## config.mk

```make
export PLATFORM = sky130hd
export DESIGN_NAME = mpu_cfg_regs
export DESIGN_NICKNAME = d
export VERILOG_FILES = /design/src/rtl/mpu_pkg.sv /design/src/rtl/mpu_cfg_regs.sv
export SDC_FILE = /design/constraint.sdc
export NUM_CORES = 1
export LEC_CHECK = 0
export BUFFER_PORTS_ARGS = -buffer_cell sky130_fd_sc_hd__buf_2
export CAP_MARGIN = 15
export CORE_AREA = 2 2 209 211
export CTS_BUF_LIST = sky130_fd_sc_hd__clkbuf_4 sky130_fd_sc_hd__clkbuf_8
export DETAILED_ROUTE_END_ITERATION = 10
export DIE_AREA = 0 0 211 213
export PLACE_DENSITY = 0.76
export REMOVE_ABC_BUFFERS = 1
export SYNTH_ARGS = -nofsm -noshare
export SYNTH_HDL_FRONTEND = slang
export SYNTH_SLANG_ARGS = --single-unit
```

## constraint.sdc

```tcl
create_clock -name clk -period 1.1 [get_ports clk]
set_clock_uncertainty 0.1 [all_clocks]
set_input_delay 0.22 -clock clk [delete_from_list [all_inputs] [get_ports clk]]
set_output_delay 0.22 -clock clk [all_outputs]
set_load 0.02 [all_outputs]
```

## src/rtl/mpu_pkg.sv

```systemverilog
package mpu_pkg;
    localparam int NUM_REG  = 8;
    localparam int NUM_SUB  = 16;
    localparam int ADDR_W   = 32;
    localparam int PERM_W   = 4;
    localparam int REG_IDXW = $clog2(NUM_REG);
    localparam int SUB_IDXW = $clog2(NUM_SUB);
    localparam int MIN_LOG2 = 12;
    localparam int MAX_LOG2 = ADDR_W;

    typedef enum logic [2:0] {
        FLD_BASE = 3'd0,
        FLD_SIZE = 3'd1,
        FLD_EN   = 3'd2,
        FLD_SEL  = 3'd3,
        FLD_PA   = 3'd4,
        FLD_PB   = 3'd5
    } cfg_field_e;

    typedef enum logic [1:0] {
        SF_OK    = 2'd0,
        SF_MISS  = 2'd1,
        SF_PROT  = 2'd2,
        SF_MULTI = 2'd3
    } side_flt_e;

    typedef enum logic [2:0] {
        FC_NONE   = 3'd0,
        FC_IMISS  = 3'd1,
        FC_IPROT  = 3'd2,
        FC_IMULTI = 3'd3,
        FC_DMISS  = 3'd4,
        FC_DPROT  = 3'd5,
        FC_DMULTI = 3'd6
    } flt_cls_e;

    typedef struct packed {
        logic [NUM_REG-1:0][ADDR_W-1:0]  base;
        logic [NUM_REG-1:0][5:0]         size;
        logic [NUM_REG-1:0]              en;
        logic [NUM_REG-1:0][NUM_SUB-1:0] sel;
        logic [NUM_REG*PERM_W-1:0]       perm_a;
        logic [NUM_REG*PERM_W-1:0]       perm_b;
    } cfg_t;

    typedef struct packed {
        logic              valid;
        flt_cls_e          cls;
        logic [ADDR_W-1:0] addr;
    } flt_t;
endpackage

```

## src/rtl/mpu_cfg_regs.sv

```systemverilog
module mpu_cfg_regs
    import mpu_pkg::*;
(
    input  logic                              clk,
    input  logic                              rst_n,
    input  logic                              cfg_we,
    input  logic [2:0]                        cfg_field,
    input  logic [REG_IDXW-1:0]               cfg_region,
    input  logic [ADDR_W-1:0]                 cfg_wdata,
    output logic [NUM_REG-1:0][ADDR_W-1:0]    base,
    output logic [NUM_REG-1:0][5:0]           size,
    output logic [NUM_REG-1:0]                en,
    output logic [NUM_REG-1:0][NUM_SUB-1:0]   sel,
    output logic [NUM_REG*PERM_W-1:0]         perm_a,
    output logic [NUM_REG*PERM_W-1:0]         perm_b
);
    cfg_t st_d, st_q;
    logic [5:0] size_clamped;

    always_comb begin
        if (cfg_wdata[5:0] < 6'(MIN_LOG2))
            size_clamped = 6'(MIN_LOG2);
        else if (cfg_wdata[5:0] > 6'(MAX_LOG2))
            size_clamped = 6'(MAX_LOG2);
        else
            size_clamped = cfg_wdata[5:0];

        st_d = st_q;
        if (cfg_we) begin
            case (cfg_field)
                FLD_BASE: st_d.base[cfg_region] = {cfg_wdata[ADDR_W-1:MIN_LOG2], {MIN_LOG2{1'b0}}};
                FLD_SIZE: st_d.size[cfg_region] = size_clamped;
                FLD_EN:   st_d.en[cfg_region]   = cfg_wdata[0];
                FLD_SEL:  st_d.sel[cfg_region]  = cfg_wdata[NUM_SUB-1:0];
                FLD_PA:   st_d.perm_a           = cfg_wdata[NUM_REG*PERM_W-1:0];
                FLD_PB:   st_d.perm_b           = cfg_wdata[NUM_REG*PERM_W-1:0];
                default:  ;
            endcase
        end
    end

    always_ff @(posedge clk or negedge rst_n) begin
        if (!rst_n) begin
            st_q        <= '0;
            st_q.size   <= {NUM_REG{6'(MIN_LOG2)}};
        end else begin
            st_q <= st_d;
        end
    end

    assign base   = st_q.base;
    assign size   = st_q.size;
    assign en     = st_q.en;
    assign sel    = st_q.sel;
    assign perm_a = st_q.perm_a;
    assign perm_b = st_q.perm_b;

    assert_enable_write_R2: assert property (@(posedge clk) disable iff (!rst_n)
        (cfg_we && cfg_field == FLD_EN) |=> (en[$past(cfg_region)] == $past(cfg_wdata[0])));

    generate
        for (genvar g = 0; g < NUM_REG; g++) begin : g_size_chk
            assert_size_range_R3: assert property (@(posedge clk) disable iff (!rst_n)
                (size[g] >= 6'(MIN_LOG2)) && (size[g] <= 6'(MAX_LOG2)));
        end
    endgenerate
endmodule

```

After elaboration in Yosys (flattened, before gate mapping)
Index checks and enable logic that the tools add are counted.
{ "op_classes": {"magnitude_cmp": 4, "eq_ne": 5, "muxes": 14, "reduce_logical": 8} }
{ "op_table": {"columns": ["operator", "count"], "rows": [
  ["bitwise mux 256 bit", 1],
  ["bitwise mux 128 bit", 1],
  ["demux 32 bit (select 3 bit)", 1],
  ["bitwise mux 48 bit", 1],
  ["demux 16 bit (select 3 bit)", 1],
  ["two-way mux 32 bit", 1],
  ["demux 6 bit (select 3 bit)", 1],
  ["two-way mux 6 bit", 3],
  ["two-way mux 16 bit", 1],
  ["AND reduction 2 bit", 6],
  ["bitwise mux 8 bit", 1],
  ["equality test 3 x 2 -> 1 bit, second input constant", 2],
  ["equality test 3 bit, second input constant", 2],
  ["greater-than comparator 6 bit, second input constant", 1],
  ["less-than comparator 6 x 4 -> 1 bit, second input constant", 1],
  ["less-than comparator 3 x 4 -> 1 bit, second input constant", 1],
  ["demux 1 bit (select 3 bit)", 1],
  ["equality test 3 x 1 -> 1 bit, second input constant", 1],
  ["greater-or-equal comparator 3 x 1 -> 1 bit, second input constant", 1],
  ["logical NOT 3 bit", 1],
  ["logical AND 1 bit", 1],
  ["two-way mux 1 bit", 1]
]} }
{ "totals": {"reg_bits": 504, "input_bits": 41, "output_inout_bits": 504, "wordCells": 58} }

Logic depth before layout (Yosys ltp)
Gate-level depths: netlist of the first run.
{ "depth": {"depth_word": 5, "ltp_mapped": 6, "depth_no_buf": 3} }

Worst setup path before layout of the first run
OpenSTA, ideal clock, no wires.
{ "synth_timing": {"path_type": "input to register", "from": "input cfg_field[1]", "to": "register st_q (netlist bit base[172])", "arrival_ps": 1590, "slack_ps": -715, "cell_stages": 5, "n_path_buf": 2, "cell_sequence": "buf_2 -> or4b_4 -> nor2_4 -> buf_12 -> mux2_4"} }
{ "synth_via": {"elab_chain_len": 2} }
{ "synth_lines": {"columns": ["item", "line_no", "source"], "rows": [
  ["start: declaration", "mpu_cfg_regs.sv:7", "input logic [2:0] cfg_field,"],
  ["logical NOT 3 bit", "mpu_cfg_regs.sv:30", "case (cfg_field)"],
  ["AND reduction 2 bit (no source line)", null, null],
  ["end signal: assignment", "mpu_cfg_regs.sv:47", "st_q <= st_d;"],
  ["end: declaration", "mpu_cfg_regs.sv:17", "cfg_t st_d, st_q;"]
]} }
Every way passes these cells.
A chain may end at the register's enable or synchronous reset.

Worst setup path after layout of the first run
{ "layout_timing": {"from": "register size[27] (netlist name)", "to": "output size[27] (netlist name)"} }
{ "layout_lines": {"columns": ["item", "line_no", "source"], "rows": [
  ["end: declaration", "mpu_cfg_regs.sv:11", "output logic [NUM_REG-1:0][5:0] size,"]
]} }
No word-level cell between the ends.

==> results.txt, run 1 <==
status: finished with violations
failing checks: negative setup slack
met2 wire len: 32920 µm
WL met1: 24140 µm
io pins: 545
HP Class: in2reg
Leakage: 13.85 nW
top sig layer: met5
dominant cells by area after synthesis: dfrtp_1 59%, mux2_2 20%, mux2_4 7.2%, buf_4 4.5%, dfstp_2 2.5%
# DRC: 0
CTS Sinks: 408
CTS root buffer: clkbuf_8
delay-heaviest family, CP: flip-flops
Antenna Nets Post-Route: 0
clock buffer count from CTS: 67
fin crit share: 1.463
Net count, final: 1892
Storage cell area: 10230 µm²
clk_lat worst skew: 620 ps
core box area: 42700 µm²
Final Setup Violations: 804
first-pass GRT wire length: 84410 µm
Clock Tree Buf Depth: 3
power per cell area: 1753 nW/µm²
drt initial violations: 696
Avg WL per Cell: 26.70 µm
Port Buffer Count: 448
top cell type's share of synthesized area: 0.5889
area of the multi-input gates: 6123 µm²
TritonCTS clock tree: yes
Ant. Diodes: 0
met3 routed WL: 5088 µm
dpl hpwl: 30930 µm
largest net degree at the start of global routing: 52
iteration count of the initial detailed-routing pass: 5
Hold Slack: 68.99 ps
Seq/Total Area, Yosys: 0.6141
die area: 44940 µm²
Placer Congestion: 0.7550
routed vias: 12.38k
Final Total Pwr: 47.76 mW
WL final: 65300 µm
most common cell after layout, fill and taps aside: buf_6
crit path setup slack, layout: -509.4 ps
Max-slew headroom: 0.4851
CTS H-tree lvls: 3
crit path DAT: 1290 ps
crit start category: register
CP Max Fanout: 2
Worst setup EP type: output port
Slew @ Worst Pin: 772.4 ps
maximum VDD drop: 0.001273 V
final-layout fill cell count: 2672
max incr delay on CP: 550 ps
average size of a mapped cell: 15.97 µm²
final instance area: 27240 µm²
vias in the first global route: 12.98k
Cell Chain, Critical Path: buf_6
Seq cells post-synth: 408
Synth area leader: dfrtp_1
Post-Syn Area: 16660 µm²
RSZ-0062 raised after global routing: true
Gate Count Post-Synth: 1043
Die Ht: 213 µm
share of cells above drive strength 1: 0.7053
Placed Instance Area: 19720 µm²
Starting Density: 0.3902
Std-Cell Rows: 76
Req. time, crit path: 780 ps
Vias/cell: 5.062
fin. max-slew vios: 0
grt ovf: 0
Max Cap Viol: 0
warnings from Yosys: 0
most frequent cells in the layout: 438 x buf_6, 391 x dfrtp_1, 245 x mux2_2
sum of buffers and inverters on the critical path: 1
clk slew on worst S/H paths: 70 ps
Area Overhead vs Synth: 63.53%
Period minus WS final: 1609 ps
Global Route Usage Sum: 0.2540
CP max-delay cell: dfstp_2
Chip Width: 211 µm
max frequency: 0.6214 GHz
Final Hold Violating Endpoints: 0
initial antenna violation count: 1
crit path kind: reg2out
Netlist cell types: 32
-- per-stage QoR --
stage | setup WS, ps | TNS [ps] | utilization | cells
2_1_floorplan | -2059 | -271810 | - | 973
3_3_place_gp | -773.3 | -256850 | 0.4619 | 2049
3_5_place_dp | -806.3 | -264070 | 0.4619 | 2049
4_1_cts | -561.8 | -211140 | 0.6066 | 2346
5_1_grt | -561.5 | -224890 | 0.6380 | 2446
6_report | -509.4 | -207060 | 0.6380 | 2446
-- flip-flops by register name, summed over array words and instances (netlist names) --
| name | count |
|---|---|
| en | 8 |
| perm_b | 32 |
| size | 48 |
| sel | 128 |
| perm_a | 32 |
| base | 160 |
-- synthesized netlist by cell type, drive strengths merged --
cell type  count
nor2          16
dfstp         16
nor3           2
nor3b          5
buf          146
o21ai          2
dfrtp        392
nand4bb        2
nand3          1
nor4b          1
inv            2
a21oi          3
nand4b         2
nand3b         3
mux2         406
and4b          1
nor4bb         1
clkbuf        19
nor2b          1
nand2         19
or4b           1
and4bb         1
conb           1
-- timing repair --
item	CTS	global route
cloned	21	12
buffers inserted	126	100
pin swaps	8	18
hold endpoints to repair	712	9
resized for setup	870	134
setup endpoints to repair	576	772
hold buffers	33	1
-- power breakdown --
group / total, mW / leakage [nW] / internal (mW) / switching [mW]
registers: 19.1 / 5.30 / 17.2 / 1.86
clock network: 15.0 / 0.787 / 8.50 / 6.49
logic: 13.7 / 7.76 / 7.39 / 6.31
total: 47.8 / 13.9 / 33.1 / 14.7
-- path summary, 6_finish.rpt --
check / startpoint / end / slack [ps] / depth (start not counted)
max in group asynchronous: rst_n / sel[125]$_DFFE_PN0P_ / 210 / 3
worst max register to register: base[30]$_DFFE_PN0P_ / base[30]$_DFFE_PN0P_ / -100 / 3
worst min register to register: sel[44]$_DFFE_PN0P_ / sel[44]$_DFFE_PN0P_ / 410 / 1
worst min-delay path: cfg_wdata[5] / size[47]$_DFFE_PN0P_ / 70 / 4
min in group asynchronous: rst_n / base[172]$_DFFE_PN0P_ / 290 / 3
worst max-delay path: size[27]$_DFFE_PN1P_ / size[27] / -510 / 1
-- per-layer routing --
metal	vias up	global-route usage
met5	-	0
met4	2	0.1316
met3	185	0.07722
met2	715	0.4273
met1	6430	0.2934
li1	5049	-
-- cells by family after synthesis --
family	synth area share
buf+inv	0.06955
mux	0.2925
flops	0.6141
other cells	0.0002251
simple gates	0.02216
compound gates	0.001502
-- area by class of cell --
type | count | area share
Sequential cell | 408 | 0.3756
Clock inverter | 12 | 0.005558
Timing Repair Buffer | 809 | 0.3193
Clock buffer | 106 | 0.04942
Inverter | 2 | 0.0002756
Multi-Input combinational cell | 563 | 0.2248
Tap cell | 546 | 0.02508
(Power assumes the default switching activity.)
==> inputs of run 2 (changes only) <==
- CORE_AREA: 2 2 209 211 -> 2 2 214 216
- DIE_AREA: 0 0 211 213 -> 0 0 216 218
- GPL_TIMING_DRIVEN: not set -> 0
- PLACE_DENSITY: 0.76 -> 0.74
==> run 2 against run 1 <==
The flow finishes with violations (negative hold slack, negative setup slack). Largest power group unchanged. Largest cell class unchanged. Clock power about the same. Critical endpoint is now size[2]. Critical path depth did not move. Non-clock buffer count decreased by 66. Critical path type unchanged. Total power is 0.76% lower.
==> results.txt, run 2 (synthesis gave the netlist of run 1 again) <==
Largest register FFs: 160 (unchanged)
power per cell area: 1802 nW/µm² (+2.8%)
Vias/cell: 4.951 (-2.2%)
delay-heaviest family, CP: flip-flops
iteration count of the initial detailed-routing pass: 6 (+1)
CTS H-tree lvls: 3 (unchanged)
final-layout fill cell count: 3040 (+14%)
Std-Cell Rows: 78 (+2.6%)
Max-slew headroom: 0.4593 (-0.02576)
max incr delay on CP: 560 ps (about the same)
Req. time, crit path: 780 ps (about the same)
Max Cap Viol: 0 (unchanged)
clk slew on worst S/H paths: 80 ps (about the same)
Starting Density: 0.3711 (-0.01910)
first-pass GRT wire length: 80300 µm (-4.9%)
fin. max-slew vios: 0 (unchanged)
clk_lat worst skew: 640 ps (+20 ps)
Die Ht: 218 µm (+2.3%)
Placer Congestion: 0.7526 (-0.32%)
HP Class: in2async
Switching Share: 0.3108 (+0.003779)
post-layout util: 0.5859 (-0.05210)
fin crit share: 1.489 (+0.02552)
Placed Instance Area: 19120 µm² (-3.1%)
Comb pwr share: 0.286 (about the same)
Area Overhead vs Synth: 57.90%
Final Setup Violations: 634 (-21%)
Clock power frac: 0.313 (about the same)
Clock Tree Buf Depth: 3 (unchanged)
crit path DAT: 1320 ps (+30 ps)
Psw: 14.73 mW (+0.46%)
Internal Power: 32.66 mW (-1.3%)
Period minus WS final: 1637 ps (+28.07 ps)
Final Hold Violating Endpoints: 200 (+200)
Avg WL per Cell: 24.99 µm (-6.4%)
most common cell after layout, fill and taps aside: buf_6
io pins: 545 (unchanged)
final instance area: 26300 µm² (-3.4%)
Post-CTS Hold Buffers: 29 (-12%)
CTS root buffer: clkbuf_8
die area: 47090 µm² (+4.8%)
# DRC: 0 (unchanged)
dpl hpwl: 29680 µm (-4.0%)
CP max-delay cell: dfstp_2
DP Worst Slack: -1418 ps (-611.7 ps)
Ant. Diodes: 0 (unchanged)
clock buffer count from CTS: 70 (+4.5%)
Antenna Nets Post-Route: 0 (unchanged)
Port Buffer Count: 448 (unchanged)
CTS Sinks: 408 (unchanged)
grt ovf: 0 (unchanged)
sum of buffers and inverters on the critical path: 1 (unchanged)
WL final: 61000 µm (-6.6%)
Hold Slack: -578.7 ps (-647.7 ps)
Global Route Usage Sum: 0.2272 (-0.02678)
sequential share of power: 0.401 (+0.002)
Slew @ Worst Pin: 800.1 ps (+27.73 ps)
largest net degree at the start of global routing: 118 (+130%)
Net count, final: 1833 (-3.1%)
setup TNS: -184670 ps (+22390 ps)
max frequency: 0.6107 GHz (-1.7%)
crit path kind: reg2out
Post-Layout Cell Count: 2441 (-0.20%)
core box area: 44890 µm² (+5.1%)
failing checks: negative hold slack, negative setup slack
Leakage: 13.22 nW (-4.6%)
Final Total Pwr: 47.39 mW (-0.76%)
vias in the first global route: 12.56k (-3.3%)
initial antenna violation count: 0 (-1)
RSZ-0062 raised after global routing: true
routed vias: 12.09k (-2.4%)
Worst setup EP type: output port
crit path setup slack, layout: -537.4 ps (-28.07 ps)
share of cells above drive strength 1: 0.6877 (-0.01759)
placed insts: 2036 (-0.63%)
TritonCTS clock tree: yes
most frequent cells in the layout: 427 x buf_6, 392 x dfrtp_1, 242 x mux2_2
crit start category: register
Cell Chain, Critical Path: buf_6
drt initial violations: 727 (+4.5%)
Chip Width: 216 µm (+2.4%)
status: finished with violations
CP Max Fanout: 2 (unchanged)
maximum VDD drop: 0.001473 V (+16%)
## run 2: cell count changes in the layout (fill, tap and decap cells not counted), moves of 9 or more
cell,previous run,this run
buf_6,438,427
buf_16,16,4
buf_12,35,22
buf_4,239,212
mux2_1,16,31
nor2_4,7,16
mux2_4,145,133
## run 2: repair_timing
action / in CTS / in global routing
endpoints found under the setup margin: 857 / 817
endpoints found under the hold margin: 593 / 165
gates cloned: 6 / 4
pin swaps: 16 / 16
resized for setup: 874 / 100
buffers inserted: 147 / 113
## run 2: layout make-up
type	instances	area [µm²]	area share
Clock inverter	10	58.81	0.002236
Tap cell	600	750.7	0.02854
Clock buffer	111	1428	0.05427
Multi-Input combinational cell	567	6148	0.2337
Timing Repair Buffer	743	7681	0.2920
Inverter	2	7.507	0.0002854
Sequential cell	408	10230	0.3889
## run 2: path summary, 6_finish.rpt
kind | start | to | slack [ps] | cells after the start
max | size[2]$_DFFE_PN1P_ | size[2] | -540 | 1
min | rst_n | sel[80]$_DFFE_PN0P_ | -580 | 1
min in group clk | cfg_field[2] | en[2]$_DFFE_PN0P_ | -40 | 4
max reg2reg | base[144]$_DFFE_PN0P_ | base[144]$_DFFE_PN0P_ | -90 | 3
min reg2reg | sel[29]$_DFFE_PN0P_ | sel[29]$_DFFE_PN0P_ | 410 | 1
max in group asynchronous | rst_n | sel[105]$_DFFE_PN0P_ | 240 | 3
## run 2: metal layers
metal / track usage / wire, µm / up-vias
met3: 0.07629 / 4666 / 193
li1: - / - / 4918
met1: 0.2582 / 22700 / 6301
met5: 0 / 0 / -
met4: 0.1311 / 3002 / 0
met2: 0.3753 / 30640 / 673
## run 2: power groups by stage
stage	combinational [mW]	clock, mW	sequential [mW]
after global placement	8.50	0	18.4
after global routing	14.0	15.8	19.2
after floorplan	2.43	0	21.1
after detailed placement	8.68	0	18.5
final	13.5	14.9	19.0
after CTS	12.2	14.7	18.7
## run 2: worst register-to-register path, delay by kind of cell (launching register included)
kind,cells,cell delay [ps]
DFF,1,430
buffers and inverters,2,260
muxes,1,280
